==> src/rtl/nvm_wr_pkg.sv <==
package nvm_wr_pkg;

  typedef enum logic [1:0] {
    OP_PROG = 2'd0,
    OP_SECT = 2'd1,
    OP_BLK  = 2'd2,
    OP_CHIP = 2'd3
  } op_e;

  typedef enum logic [1:0] {
    PH_FIRST = 2'd0,
    PH_TOG   = 2'd1,
    PH_CF1   = 2'd2,
    PH_CF2   = 2'd3
  } phase_e;

  localparam logic [31:0] ADR_UNLK1 = 32'h0000_5555;
  localparam logic [31:0] ADR_UNLK2 = 32'h0000_2AAA;
  localparam logic [7:0]  CMD_RESET = 8'hF0;

  // number of command writes per operation
  function automatic logic [2:0] seq_len(op_e op);
    return (op == OP_PROG) ? 3'd4 : 3'd6;
  endfunction

  // address of command write number idx
  function automatic logic [31:0] cmd_addr(op_e op, logic [2:0] idx, logic [31:0] tgt);
    logic [31:0] a;
    case (idx)
      3'd1, 3'd4: a = ADR_UNLK2;
      3'd3:       a = (op == OP_PROG) ? tgt : ADR_UNLK1;
      3'd5:       a = (op == OP_CHIP) ? ADR_UNLK1 : tgt;
      default:    a = ADR_UNLK1;
    endcase
    return a;
  endfunction

  // data of command write number idx
  function automatic logic [7:0] cmd_data(op_e op, logic [2:0] idx, logic [7:0] d);
    logic [7:0] v;
    case (idx)
      3'd0:    v = 8'hAA;
      3'd1:    v = 8'h55;
      3'd2:    v = (op == OP_PROG) ? 8'hA0 : 8'h80;
      3'd3:    v = (op == OP_PROG) ? d : 8'hAA;
      3'd4:    v = 8'h55;
      default: begin
        case (op)
          OP_SECT: v = 8'h30;
          OP_BLK:  v = 8'h50;
          default: v = 8'h10;
        endcase
      end
    endcase
    return v;
  endfunction

  // location that is erased/programmed and later polled
  function automatic logic [31:0] poll_target(op_e op, logic [31:0] a, int sb, int bb);
    logic [31:0] m;
    case (op)
      OP_SECT: m = ~((32'd1 << sb) - 32'd1);
      OP_BLK:  m = ~((32'd1 << bb) - 32'd1);
      default: m = '1;
    endcase
    return a & m;
  endfunction

  function automatic logic readback_ok(op_e op, logic [7:0] wd, logic [7:0] rd);
    return (op == OP_PROG) ? (rd[7] == wd[7]) : (rd == 8'hFF);
  endfunction

endpackage

==> src/rtl/nvm_tmo_timer.sv <==
module nvm_tmo_timer #(
  parameter int CW = 8
) (
  input  logic          clk,
  input  logic          rst_n,
  input  logic          clr,
  input  logic          run,
  input  logic [CW-1:0] limit,
  output logic          hit
);
  logic [CW-1:0] cnt;

  assign hit = (cnt >= limit);

  always_ff @(posedge clk or negedge rst_n) begin
    if (!rst_n)          cnt <= '0;
    else if (clr)        cnt <= '0;
    else if (run && !hit) cnt <= cnt + 1'b1;
  end
endmodule

==> src/rtl/nvm_poll_judge.sv <==
module nvm_poll_judge
  import nvm_wr_pkg::*;
(
  input  op_e        op,
  input  logic [7:0] wdata,
  input  logic [7:0] rdata,
  input  logic       prev6,
  output logic       stopped,
  output logic       good
);
  assign stopped = (rdata[6] == prev6);
  assign good    = readback_ok(op, wdata, rdata);
endmodule

==> src/rtl/nvm_wr_ctrl.sv <==
module nvm_wr_ctrl
  import nvm_wr_pkg::*;
#(
  parameter int AW        = 20,
  parameter int SECT_BITS = 12,
  parameter int BLK_BITS  = 16,
  parameter int CLK_KHZ   = 125000,
  parameter int PROG_CYC  = 32 * CLK_KHZ / 1000,
  parameter int ERASE_CYC = 32 * CLK_KHZ,
  parameter int CHIP_CYC  = 128 * CLK_KHZ
) (
  input  logic          clk,
  input  logic          rst_n,
  input  logic          req_valid,
  output logic          req_ready,
  input  logic [1:0]    req_op,
  input  logic [AW-1:0] req_addr,
  input  logic [7:0]    req_data,
  output logic          done,
  output logic          pass,
  output logic          timed_out,
  output logic          fl_we,
  output logic          fl_re,
  output logic [AW-1:0] fl_addr,
  output logic [7:0]    fl_wdata,
  input  logic [7:0]    fl_rdata
);
  localparam int TMO_A   = (PROG_CYC > ERASE_CYC) ? PROG_CYC : ERASE_CYC;
  localparam int TMO_MAX = (TMO_A > CHIP_CYC) ? TMO_A : CHIP_CYC;
  localparam int CW      = $clog2(TMO_MAX + 1);

  typedef enum logic [2:0] {S_IDLE, S_WR, S_RD, S_CAP, S_ABORT, S_RPT} st_e;

  st_e           st;
  op_e           op_q;
  phase_e        ph;
  logic [AW-1:0] tgt_q;
  logic [7:0]    data_q;
  logic [2:0]    idx;
  logic          prev6, ok1, pass_q, tmo_q;
  logic [CW-1:0] lim;
  logic [31:0]   tgt32, ca;
  logic [7:0]    cd;

  // named internal events
  logic ev_accept, ev_wr_last, ev_poll_rd, ev_capture, ev_tmo_hit, ev_stopped, ev_good;

  assign ev_accept  = (st == S_IDLE) && req_valid;
  assign ev_wr_last = (st == S_WR) && (idx == seq_len(op_q) - 3'd1);
  assign ev_poll_rd = (st == S_RD);
  assign ev_capture = (st == S_CAP);

  always_comb begin
    case (op_q)
      OP_PROG: lim = CW'(PROG_CYC);
      OP_CHIP: lim = CW'(CHIP_CYC);
      default: lim = CW'(ERASE_CYC);
    endcase
  end

  nvm_tmo_timer #(.CW(CW)) u_timer (
    .clk   (clk),
    .rst_n (rst_n),
    .clr   (ev_wr_last),
    .run   (ev_poll_rd || ev_capture),
    .limit (lim),
    .hit   (ev_tmo_hit)
  );

  nvm_poll_judge u_judge (
    .op      (op_q),
    .wdata   (data_q),
    .rdata   (fl_rdata),
    .prev6   (prev6),
    .stopped (ev_stopped),
    .good    (ev_good)
  );

  assign tgt32 = poll_target(op_e'(req_op), 32'(req_addr), SECT_BITS, BLK_BITS);
  assign ca    = cmd_addr(op_q, idx, 32'(tgt_q));
  assign cd    = cmd_data(op_q, idx, data_q);

  always_ff @(posedge clk or negedge rst_n) begin
    if (!rst_n) begin
      st     <= S_IDLE;
      op_q   <= OP_PROG;
      ph     <= PH_FIRST;
      tgt_q  <= '0;
      data_q <= '0;
      idx    <= '0;
      prev6  <= 1'b0;
      ok1    <= 1'b0;
      pass_q <= 1'b0;
      tmo_q  <= 1'b0;
    end else begin
      case (st)
        S_IDLE: if (ev_accept) begin
          op_q   <= op_e'(req_op);
          tgt_q  <= tgt32[AW-1:0];
          data_q <= req_data;
          idx    <= '0;
          pass_q <= 1'b0;
          tmo_q  <= 1'b0;
          st     <= S_WR;
        end
        S_WR: begin
          idx <= idx + 3'd1;
          if (ev_wr_last) begin
            ph <= PH_FIRST;
            st <= S_RD;
          end
        end
        S_RD: st <= ev_tmo_hit ? S_ABORT : S_CAP;
        S_CAP: begin
          st <= S_RD;
          case (ph)
            PH_FIRST: begin
              prev6 <= fl_rdata[6];
              ph    <= PH_TOG;
            end
            PH_TOG: begin
              prev6 <= fl_rdata[6];
              if (ev_stopped) ph <= PH_CF1;
            end
            PH_CF1: begin
              ok1 <= ev_good;
              ph  <= PH_CF2;
            end
            default: begin
              pass_q <= ok1 && ev_good;
              st     <= S_RPT;
            end
          endcase
        end
        S_ABORT: begin
          tmo_q <= 1'b1;
          st    <= S_RPT;
        end
        default: st <= S_IDLE;
      endcase
    end
  end

  assign req_ready = (st == S_IDLE);
  assign done      = (st == S_RPT);
  assign pass      = pass_q;
  assign timed_out = tmo_q;
  assign fl_we     = (st == S_WR) || (st == S_ABORT);
  assign fl_re     = ev_poll_rd && !ev_tmo_hit;

  always_comb begin
    fl_addr  = '0;
    fl_wdata = '0;
    case (st)
      S_WR: begin
        fl_addr  = ca[AW-1:0];
        fl_wdata = cd;
      end
      S_RD:    fl_addr = tgt_q;
      S_ABORT: begin
        fl_addr  = ADR_UNLK1[AW-1:0];
        fl_wdata = CMD_RESET;
      end
      default: ;
    endcase
  end
endmodule

==> config.mk <==
export PLATFORM = sky130hd
export DESIGN_NAME = nvm_wr_ctrl
export DESIGN_NICKNAME = d
export VERILOG_FILES = /design/src/rtl/nvm_wr_pkg.sv /design/src/rtl/nvm_tmo_timer.sv /design/src/rtl/nvm_poll_judge.sv /design/src/rtl/nvm_wr_ctrl.sv
export SDC_FILE = /design/constraint.sdc
export NUM_CORES = 1
export LEC_CHECK = 0
export BUFFER_PORTS_ARGS = -buffer_cell sky130_fd_sc_hd__buf_2
export CORE_UTILIZATION = 30
export DETAILED_ROUTE_END_ITERATION = 12
export GPL_ROUTABILITY_DRIVEN = 1
export GPL_TIMING_DRIVEN = 0
export PLACE_DENSITY = 0.58
export SYNTH_ARGS = -nofsm -noshare
export SYNTH_HDL_FRONTEND = slang
export SYNTH_HIERARCHICAL = 1
export SYNTH_SLANG_ARGS = --single-unit
==> constraint.sdc <==
create_clock -name clk -period 7.85 [get_ports clk]
set_input_delay 1.1775 -clock clk [delete_from_list [all_inputs] [get_ports clk]]
set_output_delay 1.1775 -clock clk [all_outputs]
set_load 0.01 [all_outputs]
* After elaboration in Yosys (flattened, before gate mapping) *
Cells that the tools add are included.

storage, ports and cells
  register bits = 66
  input bits = 41
  output and inout bits = 34
  logic and storage cells = 100

operators by class
  add/subtract/negate cells = 3
  $lt $le $gt $ge = 1
  equal/unequal tests = 26
  mux-type cells = 30
  bitwise logic cells = 1
  reduce and logical (&&, ||, !) cells = 28

operators by type and width
  cell                                            number
  case mux 20 bit (3 select lines)                2
  two-way mux 24 bit                              2
  case mux 24 bit (2 select lines)                1
  two-way mux 20 bit                              2
  case mux 16 bit (2 select lines)                1
  case mux 8 bit (4 select lines)                 1
  adder 24 x 1 -> 24 bit (second input constant)  1
  greater-or-equal comparator 24 bit              1
  bitwise AND 20 bit                              1
  case mux 8 bit (2 select lines)                 1
  two-way mux 3 bit                               5
  case mux 3 bit (5 select lines)                 1
  case mux 7 bit (2 select lines)                 1
  == test 3 x 2 -> 1 bit (second input constant)  4
  == test 3 bit (second input constant)           4
  AND reduction 2 bit                             6
  nonzero test 2 bit                              5
  == test 2 bit (second input constant)           4
  == test 8 bit (second input constant)           1
  two-way mux 8 bit                               1
  == test 2 x 1 -> 1 bit (second input constant)  3
  == test 3 x 1 -> 1 bit (second input constant)  2
  logical NOT 3 bit                               2
  two-way mux 2 bit                               3
  other kinds (22)                                34

* Depth between registers and ports, before layout *
Gate-level depths: netlist of the first run.

  depth in word-level cells = 7
  depth in mapped cells = 15
  depth with buffers taken out = 14

* By module *
The synthesis of the first run kept the hierarchy.

by module, submodules not included
  module          times used  cells an instance  area an instance (um2)  seq. area each (um2)
  nvm_wr_ctrl     1           312                2821.5                  1051.0
  nvm_tmo_timer   1           249                2112.0                  600.6
  nvm_poll_judge  1           7                  50.0                    0.0

* Worst setup path before layout of the first run *
No wires, ideal clock.

  kind = register to output
  start point = register op_q[0]
  end point = output fl_re
  arrival = 2.632 ns
  required time = 6.673 ns
  setup slack = 4.041 ns
  stages on the path, launching flop included = 13
  path buffers = 1
  path through = dfrtp_1 inv_1 ha_1 inv_1 inv_1 ha_1 nand4_1 nor3_1 a211oi_1 o211ai_1 buf_2 or2_2 nor3_1

between the ends
  word-level cells in the longest chain between the ends = 5
  elaborated cells on any way between the ends = 6
  classes of those cells = order compare: 1; eq/ne: 1; mux: 1; reduce/logical: 3

RTL lines
  what                                                       line                 text
  start, declared                                            nvm_wr_ctrl.sv:35    op_e op_q;
  start signal, assigned                                     nvm_wr_ctrl.sv:98    op_q <= op_e'(req_op);
  == test 2 bit / logical NOT 2 bit (equally long branches)  nvm_wr_ctrl.sv:54    case (op_q)
  case mux 24 bit (2 select lines) *                         nvm_wr_ctrl.sv:54
  named net lim[18]                                          nvm_wr_ctrl.sv:41    logic [CW-1:0] lim;
  greater-or-equal comparator 24 bit *                       nvm_tmo_timer.sv:13  assign hit = (cnt >= limit);
  named net ev_tmo_hit                                       nvm_wr_ctrl.sv:46    logic ev_accept, ev_wr_last, ev_poll_rd, ev_capture, ev_tmo_hit, ev_stopped, ev_good;
  logical NOT 1 bit *                                        nvm_wr_ctrl.sv:149   assign fl_re = ev_poll_rd && !ev_tmo_hit;
  logical AND 1 bit *                                        nvm_wr_ctrl.sv:149
  end, declared                                              nvm_wr_ctrl.sv:23    output logic fl_re,

The timed path passes the listed nets; every way through them passes the cells marked *.

* Final worst setup path of the first run *
Ends and elaborated chain as after synthesis.

==> results of run 1 <==
[metal layers]
layer	vias to the layer above	share of wire	GRT usage
met5	-	0	0
met4	0	0.020	0.06288
met3	17	0.053	0.03502
met2	96	0.44	0.2515
met1	1976	0.48	0.2135
li1	2179	-	-
[cell usage in the layout, fill, tap and decap left out, types with 16 or more instances in the layout]
cell type,n
mux2_2,29
ha_1,44
nor2b_1,16
nand2b_1,20
nor2_1,42
dfrtp_1,66
buf_2,81
inv_1,43
nand2_1,63
o21ai_0,48
a21oi_1,24
[cells by family after synthesis]
group           Yosys count  share of synthesized area
fa+ha+maj                44                     0.1105
flops                    66                     0.3314
xor+xnor                  2                   0.003516
mux                      34                    0.07657
buf+inv                  72                    0.06703
other cells               1                  0.0007525
simple gates            222                     0.2415
compound gates          127                     0.1687
[metrics by stage]
| step | hold slack [ps] | instances | setup WS (ps) |
|---|---|---|---|
| floorplan | 441.8 | 577 | 4041 |
| global placement | 460.6 | 867 | 3227 |
| detailed placement | 457.0 | 868 | 3278 |
| CTS | 480.9 | 884 | 2882 |
| global route | 519.0 | 884 | 2637 |
| finish | 477.4 | 884 | 2912 |
[how the worst min path moves through the flow]
stage | start | to | slack, ps | cells after the start
2_1_floorplan | tgt_q[15]$_DFFE_PN0P_ | tgt_q[15]$_DFFE_PN0P_ | 440 | 2
3_3_place_gp | timed_out$_DFFE_PN0P_ | timed_out$_DFFE_PN0P_ | 460 | 2
3_5_place_dp | timed_out$_DFFE_PN0P_ | timed_out$_DFFE_PN0P_ | 460 | 2
4_1_cts | timed_out$_DFFE_PN0P_ | timed_out$_DFFE_PN0P_ | 480 | 2
5_1_grt | tgt_q[17]$_DFFE_PN0P_ | tgt_q[17]$_DFFE_PN0P_ | 520 | 1
6_report | timed_out$_DFFE_PN0P_ | timed_out$_DFFE_PN0P_ | 480 | 2
[critical path: cells and delay by family (launching register included)]
kind | cells | cell delay (ps)
AOI/OAI and AO/OA | 2 | 470
DFF | 1 | 510
and+or+nand+nor | 4 | 940
buffers and inverters | 5 | 910
adders and majority gates | 2 | 570
[layout make-up]
cell class | count | area share
multi-input cells | 439 | 0.5075
plain buffers | 29 | 0.02891
clock buffers | 9 | 0.03770
inverters | 43 | 0.02702
repair buffers | 75 | 0.06703
clock inverters | 7 | 0.01005
well taps | 216 | 0.04525
flip-flops and latches | 66 | 0.2765
[state kept, by name, indices dropped and copies added, names as in the netlist, 2 cells and up]
signal       count
u_timer/cnt     24
tgt_q           20
data_q           8
idx              3
st               3
op_q             2
ph               2
[power by group]
| part | switching, uW | internal [uW] |
|---|---|---|
| combinational | 556 | 424 |
| clock | 172 | 219 |
| sequential | 109 | 453 |
| total | 836 | 1100 |
==> key figures, run 1 <==
Critical path
  – Reg-to-Reg End: st[0]$_DFFE_PN0P_
  – Crit path launch type: flip-flop
  – Crit path top cell by count: inv_1
  – Critical path's slowest cell: dfrtp_1
  – Slowest stage delay, CP: 510 ps
  – Worst r2r src: op_q[0]$_DFFE_PN0P_
  – Crit path max fanout: 11
  – CP endpoint: fl_re
  – Arrival time worst endpoint: 3760 ps
  – Critical path cell sequence: inv_1 -> ha_1 -> inv_1 -> inv_1 -> ha_1 -> nand4_1 -> nor3_1 -> a211oi_1 -> o211ai_1 -> buf_2 -> or2_2 -> nor3_1 -> buf_2
  – WS Path Type: flip-flop to output pin
  – Worst setup startpoint: op_q[0]$_DFFE_PN0P_
  – CP required: 6670 ps
  – Critical Path End Type: output pin
  – Reg2Reg Depth: 14
  – Reg2Reg Setup Slack: 4290 ps

Route
  – Final wirelength: 12.51 mm
  – Iter 0 DRT Violations: 263
  – Avg Vias per Cell: 4.828
  – DRT antenna net count: 0
  – Vias: 4,268
  – Routed WL per cell: 14.15 um
  – DRT Pass-1 Iters: 4
  – Drt drc: 0

Final layout
  – Antenna Cells: 0
  – Core Util, Final: 0.3720
  – Nets: 748
  – Layout cell share with drive strength beyond 1: 0.2530
  – Design Area, Final: 5973 sq um
  – Fillers: 1,654
  – Reg area: 1652 sq um
  – Multi-input gate area in the final layout: 3032 sq um
  – Layout area overhead: 19.86%

Clocking
  – Max clock buf depth: 2
  – CTS tree: built
  – Hold-fix buffers, CTS: 0
  – Setup repair bufs after CTS: 0
  – CTS Root Cell: clkbuf_16
  – CTS Sinks: 66
  – Total CTS buffers: 9
  – Clock transition at path regs: 60 ps
  – H-tree Lvls: 3
  – Clock Latency Late Sink: 340 ps
  – Post-cts sizing count: 0

Yosys
  – Largest area contributor in the netlist: dfrtp_1
  – Cells after Synth: 568
  – Synth unique cells: 69
  – Top post-synthesis cells by area: dfrtp_1 (33%), ha_1 (11%), mux2_2 (6.6%), o21ai_0 (4.8%), nand2_1 (4.7%)
  – Synth Flop Type: dfrtp_1
  – Async set or reset register ratio after synthesis: 1.000
  – Cell Area, Synth: 4984 sq um
  – Most frequent cell after synthesis: dfrtp_1
  – Avg Cell Area, Syn: 8.774 sq um
  – Yosys top cell area share: 0.3314
  – Most frequent cells after synthesis: dfrtp_1 (66), nand2_1 (63), o21ai_0 (48)
  – EDFF count, synth: 0
  – Register area share after synthesis: 0.3314
  – Synthesized flop and latch total: 66
  – Number of warning messages in the yosys log: 6

GRT
  – Global route total overflow: 0
  – GRT Overall Usage: 0.1601
  – Largest net degree at the start of global routing: 66
  – Initial antenna violation count: 0
  – Vias in the first global route: 4,216
  – First-pass GRT wire length: 21.18 mm

Timing
  – RSZ-0062 raised after global routing: false
  – Tcrit/Tclk final: 0.6290
  – Slew margin rel.: 0.5957
  – Fin. Hold Viols: 0
  – Slew @ Worst Pin: 589.6 ps
  – Max-slew violations: 0
  – Clock skew: 5.506 ps
  – Setup violators final: 0
  – Fmax: 202.5 MHz
  – Clock period minus final worst setup slack: 4938 ps
  – Setup TNS: 0 ps

Power
  – PwrDens: 323.5 nW/um^2
  – Max VDD drop: 0.1694 mV
  – Leakage Power: 0.002877 uW
  – Total chip power: 1932 uW

Placed design
  – DP HPWL: 9.187 mm
  – Post-Place Cell Area: 5688 sq um
  – I/O Buffers: 74
  – Routability cong.: 0.8095

Die
  – Die Span Y: 130.9 um
  – Rows: 46
  – CORE AREA: 16,060 sq um
  – Starting Density: 0.3103
  – DIE AREA: 17,130 sq um
  – Chip width: 130.9 um
  – Num ports: 75

Job
  – Max-Cap Viols: 0

Min path
  – Worst Hold Class: flip-flop to flip-flop

Outcome
  – Status: finished, final reports clean
(Power assumes the default switching activity.)
==> run 2: changes to the inputs <==
--- a/config.mk
+++ b/config.mk
@@ -10,7 +10,7 @@
 export DETAILED_ROUTE_END_ITERATION = 12
 export GPL_ROUTABILITY_DRIVEN = 1
 export GPL_TIMING_DRIVEN = 0
-export PLACE_DENSITY = 0.58
+export PLACE_DENSITY = 0.6
 export SYNTH_ARGS = -nofsm -noshare
 export SYNTH_HDL_FRONTEND = slang
 export SYNTH_HIERARCHICAL = 1
==> constraint.sdc (replaced) <==
create_clock -name clk -period 4 [get_ports clk]
set_input_delay 0.6 -clock clk [delete_from_list [all_inputs] [get_ports clk]]
set_output_delay 0.6 -clock clk [all_outputs]
set_load 0.01 [all_outputs]
==> run 2 against run 1 <==
Net effect: routed wire length is 2.4% higher; worst hold slack worse by 220 ps; via count is 1.1% higher; clock skew is 1.2 ps higher; sequential share of layout area is 0.40 points lower; critical path depth stayed put; flip-flop and latch count stayed put.
==> key figures, run 2 (synthesis gave the netlist of run 1 again) <==
Placed design
  – Post-Place Cell Area: 5688 sq um
  – Routability cong.: 0.8047
  – I/O Buffers: 74
  – Dpl ws: 186.3 ps
  – DP HPWL: 9.402 mm

Power
  – Max VDD drop: 0.3496 mV
  – Leakage Power: 0.002911 uW
  – Combinational share of power: 0.502
  – Int Power: 2297 uW
  – Total chip power: 3950 uW
  – PwrDens: 650.8 nW/um^2
  – Psw: 1653 uW
  – Clk network pwr share: 0.222
  – Switching Fraction: 0.4184
  – Register share of total power: 0.277

Timing
  – Setup TNS: 0 ps
  – Worst setup margin: 286.9 ps
  – Tcrit/Tclk final: 0.9283
  – Fin. Hold Viols: 0
  – Clock skew: 6.736 ps
  – Hold slack: 260.4 ps
  – Setup violators final: 0
  – Max-slew violations: 0
  – Fmax: 269.3 MHz
  – Slew @ Worst Pin: 715.7 ps
  – Slew margin rel.: 0.5092
  – Clock period minus final worst setup slack: 3713 ps
  – RSZ-0062 raised after global routing: false

Clocking
  – CTS Sinks: 66
  – Max clock buf depth: 2
  – CTS Root Cell: clkbuf_16
  – H-tree Lvls: 3
  – Clock Latency Late Sink: 340 ps
  – CTS tree: built
  – Clock transition at path regs: 60 ps
  – Total CTS buffers: 9
  – Hold-fix buffers, CTS: 0

Die
  – Rows: 46
  – Chip width: 130.9 um
  – Num ports: 75
  – CORE AREA: 16,060 sq um
  – Die Span Y: 130.9 um
  – DIE AREA: 17,130 sq um
  – Starting Density: 0.3103

Route
  – Routed WL per cell: 14.42 um
  – DRT antenna net count: 0
  – Drt drc: 0
  – Iter 0 DRT Violations: 224
  – Vias: 4,317
  – DRT Pass-1 Iters: 4
  – Avg Vias per Cell: 4.861
  – Final wirelength: 12.81 mm

Job
  – Max-Cap Viols: 0

Critical path
  – Crit path max fanout: 11
  – Crit path launch type: flip-flop
  – WS Path Type: flip-flop to output pin
  – Reg-to-Reg End: u_timer/cnt[22]$_DFFE_PN0P_
  – Reg2Reg Depth: 13
  – Arrival time worst endpoint: 3110 ps
  – CP required: 3400 ps
  – Reg2Reg Setup Slack: 830 ps
  – Worst r2r src: op_q[0]$_DFFE_PN0P_
  – Critical Path End Type: output pin

Outcome
  – Status: finished, final reports clean

Final layout
  – Design Area, Final: 6070 sq um
  – Fillers: 1,633
  – Commonest non-fill, non-tap cells in the layout: buf_2 (80), dfrtp_1 (64), nand2_1 (63)
  – Layout cell share with drive strength beyond 1: 0.2664
  – Most common cell after layout, fill and taps aside: buf_2
  – Reg area: 1654 sq um
  – Multi-input gate area in the final layout: 3049 sq um
  – Nets: 752
  – Most flops, register: u_timer/cnt
  – Largest register FFs: 24
  – Top Registers: u_timer/cnt: 24 flops, tgt_q: 20 flops, data_q: 8 flops
  – Antenna Cells: 0
  – Layout area overhead: 21.79%

GRT
  – Initial antenna violation count: 0
  – Largest net degree at the start of global routing: 67
  – Global route total overflow: 0
  – Vias in the first global route: 4,425
  – First-pass GRT wire length: 22.01 mm
  – GRT Overall Usage: 0.1665

Min path
  – Worst Hold Class: input pin to async pin
==> run 2: power groups by stage <==
stage | Clock (uW) | Sequential, uW | Combinational, uW
2_1_floorplan | 0 | 1040 | 1410
4_1_cts | 897 | 1100 | 1950
6_report | 875 | 1090 | 1980
5_1_grt | 926 | 1130 | 2230
3_3_place_gp | 0 | 1100 | 1920
3_5_place_dp | 0 | 1110 | 1940
==> run 2: metrics by stage <==
step	cells	utilization
floorplan	577	-
global placement	867	0.3523
detailed placement	868	0.3542
CTS	885	0.3750
global route	888	0.3780
finish	888	0.3780
==> run 2: critical path, stage by stage (launching register included) <==
cell	delay (ps)
dfrtp_2	390
inv_1	80
ha_1	270
inv_4	130
inv_1	60
ha_1	290
nand4_1	180
nor3_2	240
nand2_1	160
nor4_4	390
buf_6	200
or2_4	170
nor3_2	50
buf_2	150
==> run 2: routing by layer <==
layer / GRT usage / routed length, um / vias to the layer above / part of all wire
met5: 0 / 0 / - / 0
met4: 0.05206 / 147 / 0 / 0.011
met3: 0.04520 / 766 / 9 / 0.060
met2: 0.2714 / 5826 / 116 / 0.45
met1: 0.2137 / 6067 / 2008 / 0.47
li1: - / - / 2184 / -
==> run 2: area by class of cell <==
| cell class | instances | share of cell area |
|---|---|---|
| Timing Repair Buffer | 79 | 0.07091 |
| Buffer | 29 | 0.02886 |
| Clock buffer | 9 | 0.03711 |
| Tap cell | 216 | 0.04453 |
| Clock inverter | 7 | 0.01670 |
| Multi-Input combinational cell | 439 | 0.5024 |
| Sequential cell | 66 | 0.2725 |
| Inverter | 43 | 0.02700 |
==> run 2: timing repair <==
item / in CTS / in global routing
buffers inserted: 1 / 3
pin swaps: 1 / 0
endpoints found under the hold margin: 0 / 0
gates resized for setup: 1 / 8
endpoints found under the setup margin: 1 / 1
==> run 2: worst max-delay path by stage <==
| stage | start | to | slack [ps] | cells after the start |
|---|---|---|---|---|
| 2_1_floorplan | op_q[0]$_DFFE_PN0P_ | fl_re | 770 | 12 |
| 3_3_place_gp | op_q[0]$_DFFE_PN0P_ | fl_re | 190 | 13 |
| 3_5_place_dp | op_q[0]$_DFFE_PN0P_ | fl_re | 190 | 13 |
| 4_1_cts | op_q[0]$_DFFE_PN0P_ | fl_re | 2 | 13 |
| 5_1_grt | op_q[0]$_DFFE_PN0P_ | fl_re | 90 | 13 |
| 6_report | op_q[0]$_DFFE_PN0P_ | fl_re | 290 | 13 |
